$ cat config.mk
export PLATFORM = sky130hd
export DESIGN_NAME = exc_entry_unit
export DESIGN_NICKNAME = d
export VERILOG_FILES = /design/src/rtl/exc_entry_pkg.sv /design/src/rtl/exc_align_gate.sv /design/src/rtl/exc_route.sv /design/src/rtl/exc_state_regs.sv /design/src/rtl/exc_entry_unit.sv
export SDC_FILE = /design/constraint.sdc
export NUM_CORES = 1
export LEC_CHECK = 0
export BUFFER_PORTS_ARGS = -buffer_cell sky130_fd_sc_hd__buf_2
export CORE_MARGIN = 1.5
export CORE_UTILIZATION = 53
export CTS_BUF_LIST = sky130_fd_sc_hd__clkbuf_2
export CTS_CLUSTER_DIAMETER = 40
export CTS_CLUSTER_SIZE = 24
export DETAILED_ROUTE_END_ITERATION = 16
export GPL_TIMING_DRIVEN = 0
export PLACE_DENSITY = 0.87
export SLEW_MARGIN = 30
export SYNTH_ARGS = -nofsm -noshare
export SYNTH_HDL_FRONTEND = slang
export SYNTH_SLANG_ARGS = --single-unit
export TNS_END_PERCENT = 5
$ cat constraint.sdc
create_clock -name clk -period 3 [get_ports clk]
set_input_delay 0.3 -clock clk [delete_from_list [all_inputs] [get_ports clk]]
set_output_delay 0.3 -clock clk [all_outputs]
set_load 0.01 [all_outputs]
$ cat src/rtl/exc_entry_pkg.sv
package exc_entry_pkg;
   localparam int VEC_W = 3;

   typedef enum logic [VEC_W-1:0] {
      VEC_NONE   = 3'b000,
      VEC_USER   = 3'b001,
      VEC_KERNEL = 3'b010,
      VEC_DOUBLE = 3'b100
   } exc_vec_e;

   typedef struct packed {
      logic     take;
      logic     pc_to_epc1;
      logic     pc_to_depc;
      logic     va_wr;
      exc_vec_e vec;
   } exc_route_t;
endpackage

$ cat src/rtl/exc_align_gate.sv
module exc_align_gate #(
   parameter int CAUSE_W       = 6,
   parameter int ALIGN_CAUSE   = 9,
   parameter bit UNALIGNED_EXC = 1'b1,
   parameter bit HW_ALIGN      = 1'b0
) (
   input  logic               raise_i,
   input  logic               misalign_i,
   input  logic [CAUSE_W-1:0] cause_i,
   input  logic               vaddr_vld_i,
   output logic               take_o,
   output logic [CAUSE_W-1:0] cause_o,
   output logic               va_wr_o
);
   // misaligned access traps only if software asked for it and no hardware fixup exists
   localparam bit TRAP_EN = UNALIGNED_EXC && !HW_ALIGN;
   localparam logic [CAUSE_W-1:0] ALIGN_CODE = CAUSE_W'(ALIGN_CAUSE);

   logic align_take;

   always_comb begin
      align_take = misalign_i & TRAP_EN;
      take_o     = raise_i | align_take;
      // an explicit raise outranks the alignment path
      cause_o    = raise_i ? cause_i : ALIGN_CODE;
      va_wr_o    = raise_i ? vaddr_vld_i : align_take;
   end
endmodule

$ cat src/rtl/exc_route.sv
module exc_route
   import exc_entry_pkg::*;
#(
   parameter bit HAS_DEPC = 1'b1
) (
   input  logic       take_i,
   input  logic       excm_i,
   input  logic       um_i,
   input  logic       va_wr_i,
   output exc_route_t rt_o
);
   always_comb begin
      rt_o.take       = take_i;
      rt_o.va_wr      = take_i & va_wr_i;
      rt_o.pc_to_depc = take_i & excm_i & HAS_DEPC;
      rt_o.pc_to_epc1 = take_i & ~(excm_i & HAS_DEPC);
      if (!take_i)     rt_o.vec = VEC_NONE;
      else if (excm_i) rt_o.vec = VEC_DOUBLE;
      else if (um_i)   rt_o.vec = VEC_USER;
      else             rt_o.vec = VEC_KERNEL;
   end
endmodule

$ cat src/rtl/exc_state_regs.sv
module exc_state_regs
   import exc_entry_pkg::*;
#(
   parameter int PC_W     = 32,
   parameter int CAUSE_W  = 6,
   parameter int VA_W     = 32,
   parameter int PS_W     = 32,
   parameter int EXCM_BIT = 4,
   parameter bit HAS_DEPC = 1'b1
) (
   input  logic               clk,
   input  logic               rst,
   input  exc_route_t         rt_i,
   input  logic [PC_W-1:0]    pc_i,
   input  logic [CAUSE_W-1:0] cause_i,
   input  logic [VA_W-1:0]    vaddr_i,
   input  logic [PS_W-1:0]    ps_i,
   output logic [PC_W-1:0]    epc1_o,
   output logic [PC_W-1:0]    depc_o,
   output logic [CAUSE_W-1:0] cause_o,
   output logic [VA_W-1:0]    vaddr_o,
   output logic [PS_W-1:0]    ps_o,
   output logic [VEC_W-1:0]   vec_o
);
   localparam logic [PS_W-1:0] EXCM_MASK = PS_W'(1) << EXCM_BIT;

   logic epc1_en;

   generate
      if (HAS_DEPC) begin : g_depc
         logic [PC_W-1:0] depc_q;
         assign epc1_en = rt_i.pc_to_epc1;
         always_ff @(posedge clk) begin
            if (rst)                  depc_q <= '0;
            else if (rt_i.pc_to_depc) depc_q <= pc_i;
         end
         assign depc_o = depc_q;
      end else begin : g_no_depc
         assign epc1_en = rt_i.pc_to_epc1 | rt_i.pc_to_depc;
         assign depc_o  = '0;
      end
   endgenerate

   always_ff @(posedge clk) begin
      if (rst) begin
         epc1_o  <= '0;
         cause_o <= '0;
         vaddr_o <= '0;
         ps_o    <= '0;
         vec_o   <= '0;
      end else begin
         vec_o <= rt_i.vec;
         if (epc1_en)    epc1_o  <= pc_i;
         if (rt_i.va_wr) vaddr_o <= vaddr_i;
         if (rt_i.take) begin
            cause_o <= cause_i;
            ps_o    <= ps_i | EXCM_MASK;
         end
      end
   end
endmodule

$ cat src/rtl/exc_entry_unit.sv
module exc_entry_unit
   import exc_entry_pkg::*;
#(
   parameter int PC_W          = 32,
   parameter int CAUSE_W       = 6,
   parameter int VA_W          = 32,
   parameter int PS_W          = 32,
   parameter int EXCM_BIT      = 4,
   parameter int UM_BIT        = 5,
   parameter int ALIGN_CAUSE   = 9,
   parameter bit HAS_DEPC      = 1'b1,
   parameter bit UNALIGNED_EXC = 1'b1,
   parameter bit HW_ALIGN      = 1'b0
) (
   input  logic               clk,
   input  logic               rst,
   input  logic               raise_i,
   input  logic               misalign_i,
   input  logic [PC_W-1:0]    fault_pc_i,
   input  logic [CAUSE_W-1:0] cause_i,
   input  logic [VA_W-1:0]    vaddr_i,
   input  logic               vaddr_vld_i,
   input  logic [PS_W-1:0]    ps_i,
   output logic [PC_W-1:0]    epc1_o,
   output logic [PC_W-1:0]    depc_o,
   output logic [CAUSE_W-1:0] cause_o,
   output logic [VA_W-1:0]    vaddr_o,
   output logic [PS_W-1:0]    ps_o,
   output logic [VEC_W-1:0]   vec_o
);
   generate
      if (EXCM_BIT >= PS_W || UM_BIT >= PS_W || EXCM_BIT == UM_BIT) begin : g_bad_ps
         $error("status bit positions out of range or overlapping");
      end
      if (CAUSE_W < 1 || ALIGN_CAUSE >= (1 << CAUSE_W)) begin : g_bad_cause
         $error("alignment cause does not fit the cause field");
      end
   endgenerate

   logic               take;
   logic               va_wr;
   logic [CAUSE_W-1:0] cause_sel;
   exc_route_t         rt;

   exc_align_gate #(
      .CAUSE_W(CAUSE_W), .ALIGN_CAUSE(ALIGN_CAUSE),
      .UNALIGNED_EXC(UNALIGNED_EXC), .HW_ALIGN(HW_ALIGN)
   ) u_gate (
      .raise_i(raise_i), .misalign_i(misalign_i), .cause_i(cause_i),
      .vaddr_vld_i(vaddr_vld_i), .take_o(take), .cause_o(cause_sel),
      .va_wr_o(va_wr)
   );

   exc_route #(.HAS_DEPC(HAS_DEPC)) u_route (
      .take_i(take), .excm_i(ps_i[EXCM_BIT]), .um_i(ps_i[UM_BIT]),
      .va_wr_i(va_wr), .rt_o(rt)
   );

   exc_state_regs #(
      .PC_W(PC_W), .CAUSE_W(CAUSE_W), .VA_W(VA_W), .PS_W(PS_W),
      .EXCM_BIT(EXCM_BIT), .HAS_DEPC(HAS_DEPC)
   ) u_regs (
      .clk(clk), .rst(rst), .rt_i(rt), .pc_i(fault_pc_i), .cause_i(cause_sel),
      .vaddr_i(vaddr_i), .ps_i(ps_i), .epc1_o(epc1_o), .depc_o(depc_o),
      .cause_o(cause_o), .vaddr_o(vaddr_o), .ps_o(ps_o), .vec_o(vec_o)
   );
endmodule

After elaboration in Yosys (flattened, before gate mapping):

Index checks and enable logic that the tools add are counted.

* multiply operators: 0
* multiplexer cells: 4
* eq/ne operators: 0
* bitwise operators: 6
* add/sub/neg operators: 0
* shift-type cells: 0
* order comparisons: 0
* divide/modulo/power cells: 0
* reduce and logical (&&, ||, !) cells: 2

Operators by type and width (count)
* two-way mux 6 bit: 1
* bitwise AND 1 bit: 3
* two-way mux 3 bit: 1
* OR reduction 3 bit: 1
* two-way mux 2 bit: 1
* inverter 1 bit: 2
* OR reduction 2 bit: 1
* two-way mux 1 bit: 1
* OR 1 bit: 1

* bits in latches: 0
* flip-flop bits (word level): 137
* bits of input ports: 107
* logic and storage cells: 19
* memories kept: 0
* bits in read-only memories: 0
* output and inout bits: 137
* memory bits (writable): 0

Depth between registers and ports, before layout:

Gate-level depths: netlist of run 1.

* depth in word-level cells: 3
* depth in mapped cells: 5
* depth with buffers taken out: 2

Hierarchy:

From an unflattened synthesis of run 1, not the netlist that was laid out.

* cell total of the unflattened synthesis: 454
* area, all modules: 4948.5 µm²

By module, submodules not included
* exc_state_regs: times used 1, seq. area each 2742.6 µm², area an instance 4828.4 µm², cells each 439
* exc_align_gate: times used 1, seq. area each 0.0 µm², area an instance 63.8 µm², cells each 8
* exc_route: times used 1, seq. area each 0.0 µm², area an instance 56.3 µm², cells each 7

Worst setup path before layout of run 1:

No wires, ideal clock.

* path type: input to register
* start: input raise_i
* end: register u_regs.vaddr_o[10]
* data arrival time: 1.091 ns
* path buffers: 2
* required time: 2.928 ns
* cell stages on the path: 4
* slack: 1.837 ns
* setup time: 0.072 ns
* cell sequence: buf_6 -> mux2i_4 -> buf_6 -> mux2i_1

* cells in the longest elaborated chain, start to end: 2
* elaborated cells between the ends (all ways): 3
* those cells by class: mux: 1; bitwise: 2

RTL lines
* start: declaration: line exc_entry_unit.sv:17 `input logic raise_i,`
* OR 1 bit or two-way mux 1 bit (tied branches): line exc_align_gate.sv:23, exc_align_gate.sv:26
* bitwise AND 1 bit (*): line exc_route.sv:14 `rt_o.va_wr = take_i & va_wr_i;`
* end signal: assignment: line exc_state_regs.sv:54 `if (rt_i.va_wr) vaddr_o <= vaddr_i;`
* end: declaration: line exc_state_regs.sv:21 `output logic [VA_W-1:0] vaddr_o,`

Mark *: on every way between the ends. The rest lies on a longest branch, timed or not.
A chain may end at the register's enable or synchronous reset.

Worst setup path in the final report of run 1:

* start: input misalign_i
* end: register u_regs.vec_o[1]

* cells in the longest elaborated chain, start to end: 3

RTL lines
* start: declaration: line exc_entry_unit.sv:18 `input logic misalign_i,`
* OR 1 bit: line exc_align_gate.sv:23 `take_o = raise_i | align_take;`
* inverter 1 bit (no source line)
* OR reduction 3 bit (no source line)
* end signal: assignment: line exc_state_regs.sv:52 `vec_o <= rt_i.vec;`
* end: declaration: line exc_state_regs.sv:23 `output logic [VEC_W-1:0] vec_o`

No other way between the ends.

==> out/metrics.cfg, run 1 <==
[detailed_routing]
dr_total_vias = 5808
wl_per_cell_um = 18.6
viasPerCell = 5.38
remaining_drc_errors = 0
drt_first_pass_iters = 5
antenna_left = 0
detail_route.iter0.violations = 442
route.final.wire_length_um = 20100

[cells_and_area]
area_used_by_multi_input_combinational_logic_um2 = 2740
layout-area-overhead-vs-synth_pct = 45.7
layout_filler_cell_count = 602
final_layout_size_suffix_gt1_frac = 0.315
final-seq-area_um2 = 2740
num_antenna_cells = 0
number_of_nets_in_the_final_layout = 1037

[place]
dp_hpwl_um = 12000
post-place-ws_ps = 1580
gp_congestion = 0.803
io_buffers = 241

[timing]
final_period_minus_worst_setup_slack_ps = 1600
whs_ps = 105
finalWorstSetupSlack_ps = 1400
max_clock_freq_mhz = 624
rsz0062_at_grt = false
timing.final.setup_violations = 0
worst_pin_slew_ps = 464
slew_viol_final = 0
tightest_slew_margin_relative_to_the_limit = 0.691
part_of_the_cycle_the_worst_path_needs = 0.535
finalSetupTns_ps = 0
fin_skew_ps = 0
hold_viol = 0

[clocking]
cts.path.max_buffers = 2
clkLatencyLatePin_ps = 670
cts_tree = built
cts.sinks = 137
htreeDepth = 4
cts_resized = 0
clk_pin_slew_ps = 210
number_of_cts_inserted_buffers = 17
cts_root_buf = clkbuf_2

[synthesis]
synth.avg_cell_area_um2 = 10.3
synth-seq-cells = 137
seq_area_frac_synth = 0.475
synthesis.yosys.warnings = 0
synthCells = 563
syn-cell-area_um2 = 5780
synth_fp_nets = 670
ys_types = 24

[floorplan]
floorplan.initialDensity = 0.552
die_w_um = 107
die_height_um = 107
core_um2 = 10500
full_die_area_um2 = 11500
placement_rows = 37
count_of_pins_on_the_block_boundary = 244

[worst_setup_path]
path_delay_family = buffers and inverters
crit_path_cell_trace = dlygate4sd3_1, buf_2, buf_6, buf_6, nor2_1, nor4_1, dlygate4sd3_1
worstPathBufferInverterCount = 5
critPathMaxStageDelay_ps = 600
cp.arrival_ps = 2230
timing.critical_path.slowest_stage_cell = dlygate4sd3_1
critPathKind = in -> reg
crit_path_end_kind = register
critical_path_required_ps = 3630
setup.worst_path.start_class = input port
critical_path.max_fanout = 10

[global_routing]
via_count_of_the_first_global_routing_pass = 6304
grt_first_pass_wirelength_um = 31400
pin_count_of_the_biggest_net_entering_global_routing = 17
grt_usage = 0.354
grt_antenna_before_repair = 1
grt-ovfl-total = 0

[flow_run]
timing.max_cap.violations = 0

[power]
power_w = 0.00370
cellPowerDensity_nw_per_um2 = 440
vdd.ir_drop.worst_uv = 317
power_leakage_nw = 3.98

[outcome]
status = finished, final reports clean

[min_path]
classification_of_the_worst_slack_hold_path = in -> reg

worst min-delay path, stage by stage:
cell and delay [ps]:
buf_2 230, nand2b_1 160, mux2i_1 70
metrics by stage:
step	instances	utilization	instance area, um2
finish	1079	0.804	8410
global route	1079	0.804	8410
CTS	1079	0.804	8410
detailed placement	940	0.684	7150
global placement	940	0.684	7150
floorplan	563	-	5780
cell usage after synthesis:
cell type / n / area (um2)
a21oi_1: 35 / 175
buf_2: 7 / 35.0
buf_4: 3 / 22.5
buf_6: 12 / 135
clkbuf_1: 25 / 93.8
clkbuf_2: 1 / 5.00
dfxtp_1: 137 / 2740
mux2i_1: 96 / 961
mux2i_4: 1 / 22.5
nand2_1: 4 / 15.0
nand2b_1: 160 / 1000
nor2_1: 2 / 7.51
nor2b_1: 2 / 12.5
nor3_1: 5 / 25.0
nor3b_1: 1 / 7.51
nor4_1: 1 / 6.26
nor4b_1: 1 / 8.76
o21a_1: 1 / 7.51
o21ai_0: 28 / 140
o21ai_1: 3 / 15.0
o21ai_2: 1 / 8.76
o21ba_2: 1 / 10.0
o21bai_2: 1 / 11.3
or3b_1: 35 / 307
area by class of cell:
cell class	instances	area share
flip-flops and latches	137	0.326
multi-input cells	378	0.326
repair buffers	348	0.271
plain buffers	48	0.0347
well taps	136	0.0202
clock inverters	14	0.0119
clock buffers	18	0.0107
worst paths after layout:
kind | from | slack (ps) | depth (start not counted) | to
worst max register to register | u_regs.vaddr_o[31] | 1800 | 3 | u_regs.vaddr_o[31]
worst min-delay path | rst | 110 | 3 | u_regs.epc1_o[20]
worst min register to register | u_regs.vaddr_o[1] | 490 | 2 | u_regs.vaddr_o[1]
worst max-delay path | misalign_i | 1400 | 7 | u_regs.vec_o[1]
flip-flops by register name (all words and copies together) (netlist names):
signal          flops
u_regs.vec_o        3
u_regs.ps_o        32
u_regs.epc1_o      32
u_regs.depc_o      32
u_regs.cause_o      6
u_regs.vaddr_o     32
power breakdown:
part           switching, W  internal, W  total [W]
Clock              0.000709     0.000219   0.000928
Sequential        0.0000675      0.00194    0.00201
Combinational      0.000377     0.000390   0.000767
Total               0.00115      0.00255    0.00370
kinds of logic after synthesis:
family / Yosys count / synth area share
AO/OA/AOI/OAI: 70 / 0.0637
buffers and inverters: 48 / 0.0505
flip-flops: 137 / 0.475
multiplexers: 97 / 0.170
AND/OR/NAND/NOR: 211 / 0.241
layout by cell type (no fill, tap or decap):
| master | Yosys | routed |
|---|---|---|
| buf_2 | 7 | 248 |
| nand2b_1 | 160 | 160 |
| dfxtp_1 | 137 | 137 |
| dlygate4sd3_1 | 0 | 107 |
| mux2i_1 | 96 | 96 |
| or3b_1 | 35 | 35 |
| a21oi_1 | 35 | 35 |
| o21ai_0 | 28 | 28 |
| clkbuf_1 | 25 | 25 |
| clkbuf_2 | 1 | 19 |
| buf_6 | 12 | 12 |
| clkinvlp_4 | 0 | 6 |
| nor3_1 | 5 | 5 |
| nand2_1 | 4 | 4 |
| inv_6 | 0 | 4 |
| o21ai_1 | 3 | 3 |
| buf_4 | 3 | 3 |
| clkinv_1 | 0 | 3 |
| nor2_1 | 2 | 2 |
| nor2b_1 | 2 | 2 |
| o21a_1 | 1 | 1 |
| nor4b_1 | 1 | 1 |
| mux2i_4 | 1 | 1 |
| o21bai_2 | 1 | 1 |
| o21ba_2 | 1 | 1 |
| nor4_1 | 1 | 1 |
| nor3b_1 | 1 | 1 |
| o21ai_2 | 1 | 1 |
| clkinv_4 | 0 | 1 |
layer usage:
metal	vias up	wire [um]	track usage
li1	2628	-	-
met1	2782	7390	0.358
met2	311	10200	0.633
met3	87	1520	0.110
met4	0	972	0.221
met5	-	0	0
timing repair:
| action | 4_1_cts | 5_1_grt |
|---|---|---|
| endpoints found under the hold margin | 136 | 0 |
| hold buffers | 107 | 0 |
| endpoints found under the setup margin | 0 | 0 |
| buffers inserted | 0 | 0 |
Power figures use the tool's default switching activity.
==> run 2: changes to the inputs <==
--- a/config.mk
+++ b/config.mk
@@ -7,13 +7,13 @@
 export LEC_CHECK = 0
 export BUFFER_PORTS_ARGS = -buffer_cell sky130_fd_sc_hd__buf_2
 export CORE_MARGIN = 1.5
-export CORE_UTILIZATION = 53
+export CORE_UTILIZATION = 50
 export CTS_BUF_LIST = sky130_fd_sc_hd__clkbuf_2
 export CTS_CLUSTER_DIAMETER = 40
 export CTS_CLUSTER_SIZE = 24
 export DETAILED_ROUTE_END_ITERATION = 16
 export GPL_TIMING_DRIVEN = 0
-export PLACE_DENSITY = 0.87
+export PLACE_DENSITY = 0.83
 export SLEW_MARGIN = 30
 export SYNTH_ARGS = -nofsm -noshare
 export SYNTH_HDL_FRONTEND = slang
==> constraint.sdc (replaced) <==
create_clock -name clk -period 1.52 [get_ports clk]
set_input_delay 0.152 -clock clk [delete_from_list [all_inputs] [get_ports clk]]
set_output_delay 0.152 -clock clk [all_outputs]
set_load 0.01 [all_outputs]
==> run 2 against run 1 <==
Effect of this change: the run now ends with setup timing left; critical path depth decreased by 1; flip-flop and latch count unchanged; global-route usage decreased by 0.37 points; clock skew unchanged; clock-buffer cell count increased by 1; non-clock buffer count increased by 82; worst setup slack got worse by 1400 ps; via count increased by 7.1%; critical endpoint is now u_regs.depc_o[29].
==> out/metrics.cfg, run 2 (synthesis results as in run 1) <==
[timing]
tightest_slew_margin_relative_to_the_limit = 0.582
slew_viol_final = 0
rsz0062_at_grt = true
fin_skew_ps = 0
finalWorstSetupSlack_ps = -2.75
final_period_minus_worst_setup_slack_ps = 1520
part_of_the_cycle_the_worst_path_needs = 1.00
hold_viol = 0
worst_pin_slew_ps = 625
timing.final.setup_violations = 1
finalSetupTns_ps = -2.75
max_clock_freq_mhz = 657

[worst_setup_path]
rr_worst_depth = 3
worstReg2RegStart = u_regs.ps_o[26]
cp.arrival_ps = 2160
path_delay_family = buffers and inverters
r2r_end = u_regs.ps_o[26]
crit_path_end_kind = register
critical_path_required_ps = 2160
crit_path_cell_trace = dlygate4sd3_1, buf_2, nand2b_1, dlygate4sd3_1, mux2i_1, dlygate4sd3_1
setup.worst_path.start_class = input port
critPathKind = in -> reg
worst-path-stages = 6
worstPathBufferInverterCount = 4
critical_path.startpoint = fault_pc_i[29]
timing.critical_path.slowest_stage_cell = dlygate4sd3_1
cp_common_cell = dlygate4sd3_1
critPathMaxStageDelay_ps = 610
r2r_slack_ps = 20
critical_path.max_fanout = 2

[global_routing]
via_count_of_the_first_global_routing_pass = 6760
grt-ovfl-total = 0
grt_antenna_before_repair = 1
grt_usage = 0.351
pin_count_of_the_biggest_net_entering_global_routing = 17
grt_first_pass_wirelength_um = 34000

[place]
gp_congestion = 0.922
io_buffers = 241
postPlaceCellArea_um2 = 7160
dp_hpwl_um = 11600

[min_path]
whs_path_depth = 4
hold_start = ps_i[4]
classification_of_the_worst_slack_hold_path = in -> reg
worst_hold_path.endpoint = u_regs.epc1_o[17]

[cells_and_area]
number_of_nets_in_the_final_layout = 1119
final-seq-area_um2 = 2770
final_common_cell = buf_2
area_of_all_placed_cells_without_fillers_um2 = 9300
layout.cells.most_common_list = buf_2, dlygate4sd3_1, nand2b_1
area_used_by_multi_input_combinational_logic_um2 = 2750
final_layout_size_suffix_gt1_frac = 0.309
layout-area-overhead-vs-synth_pct = 61.0
layout_filler_cell_count = 608

[power]
power_leakage_nw = 4.46
vdd.ir_drop.worst_uv = 604
cellPowerDensity_nw_per_um2 = 830
power_w = 0.00772

[floorplan]
count_of_pins_on_the_block_boundary = 244
placement_rows = 39
full_die_area_um2 = 12200
die_height_um = 110
die_w_um = 110
floorplan.initialDensity = 0.510
core_um2 = 11300

[detailed_routing]
dr_total_vias = 6220
remaining_drc_errors = 0
wl_per_cell_um = 18.3
route.final.wire_length_um = 21400
detail_route.iter0.violations = 381
drt_first_pass_iters = 5
viasPerCell = 5.33
antenna_left = 0

[clocking]
number_of_cts_inserted_buffers = 17
cts_setup_buffers = 0
cts_tree = built
cts_root_buf = clkbuf_2
cts.path.max_buffers = 2
clkLatencyLatePin_ps = 700
clk_pin_slew_ps = 220
htreeDepth = 4
cts.sinks = 137

[outcome]
status = complete, but fails checks
failed_checks = setup timing

[flow_run]
timing.max_cap.violations = 0

==> run 2: cell count changes in the layout (fill, tap and decap cells not counted), sizes merged <==
cell          previous run  this run
clkinvlp                 6         3
clkinv                   4         6
dlygate4sd3            107       187
diode                    0         2
inv                      4         0
clkbuf                  44        45
bufinv                   0         2
dlymetal6s4s             0         2
==> run 2: final cells by class <==
class                   instances  share of cell area
flip-flops and latches        137               0.297
repair buffers                430               0.334
diodes                          2            0.000538
multi-input cells             378               0.296
clock buffers                  19              0.0102
well taps                     143              0.0192
clock inverters                11              0.0116
plain buffers                  48              0.0314
==> run 2: repair_timing <==
item / CTS / global route
setup endpoints to repair: 0 / 20
resized for setup: 0 / 24
hold endpoints to repair: 136 / 0
hold buffers: 189 / 0
==> run 2: power breakdown <==
| group | total, W | switching (W) | internal (W) |
|---|---|---|---|
| combinational | 0.00172 | 0.000786 | 0.000936 |
| sequential | 0.00397 | 0.000138 | 0.00384 |
| clock | 0.00202 | 0.00130 | 0.000719 |
==> run 2: tightest hold or removal path, delay by kind of cell <==
family	cells	cell delay [ps]
compound gates	1	140
buf+inv	2	350
mux	1	100
==> run 2: worst max-delay path by stage <==
stage,slack [ps],end
2_1_floorplan,510,u_regs.vaddr_o[10]
3_3_place_gp,290,u_regs.vaddr_o[30]
3_5_place_dp,220,u_regs.vaddr_o[28]
4_1_cts,40,ps_o[3]
5_1_grt,-20,u_regs.cause_o[5]
6_report,-3,u_regs.depc_o[29]
==> run 2: metal layers <==
layer | global-route usage | vias up | routed length (um)
met5 | 0 | - | 0
met4 | 0.222 | 0 | 1180
met3 | 0.104 | 104 | 1570
met2 | 0.632 | 345 | 11000
met1 | 0.352 | 2970 | 7680
li1 | - | 2801 | -
==> run 2: per-stage QoR <==
| step | instances | utilization | hold WS (ps) | setup WS [ps] |
|---|---|---|---|---|
| after detailed placement | 947 | 0.633 | 359 | 224 |
| after global placement | 947 | 0.633 | 354 | 290 |
| after floorplan | 563 | - | 228 | 505 |
| after global routing | 1167 | 0.821 | 3.09 | -18.5 |
| final | 1168 | 0.821 | 66.4 | -2.75 |
| after CTS | 1166 | 0.818 | 0.546 | 36.3 |
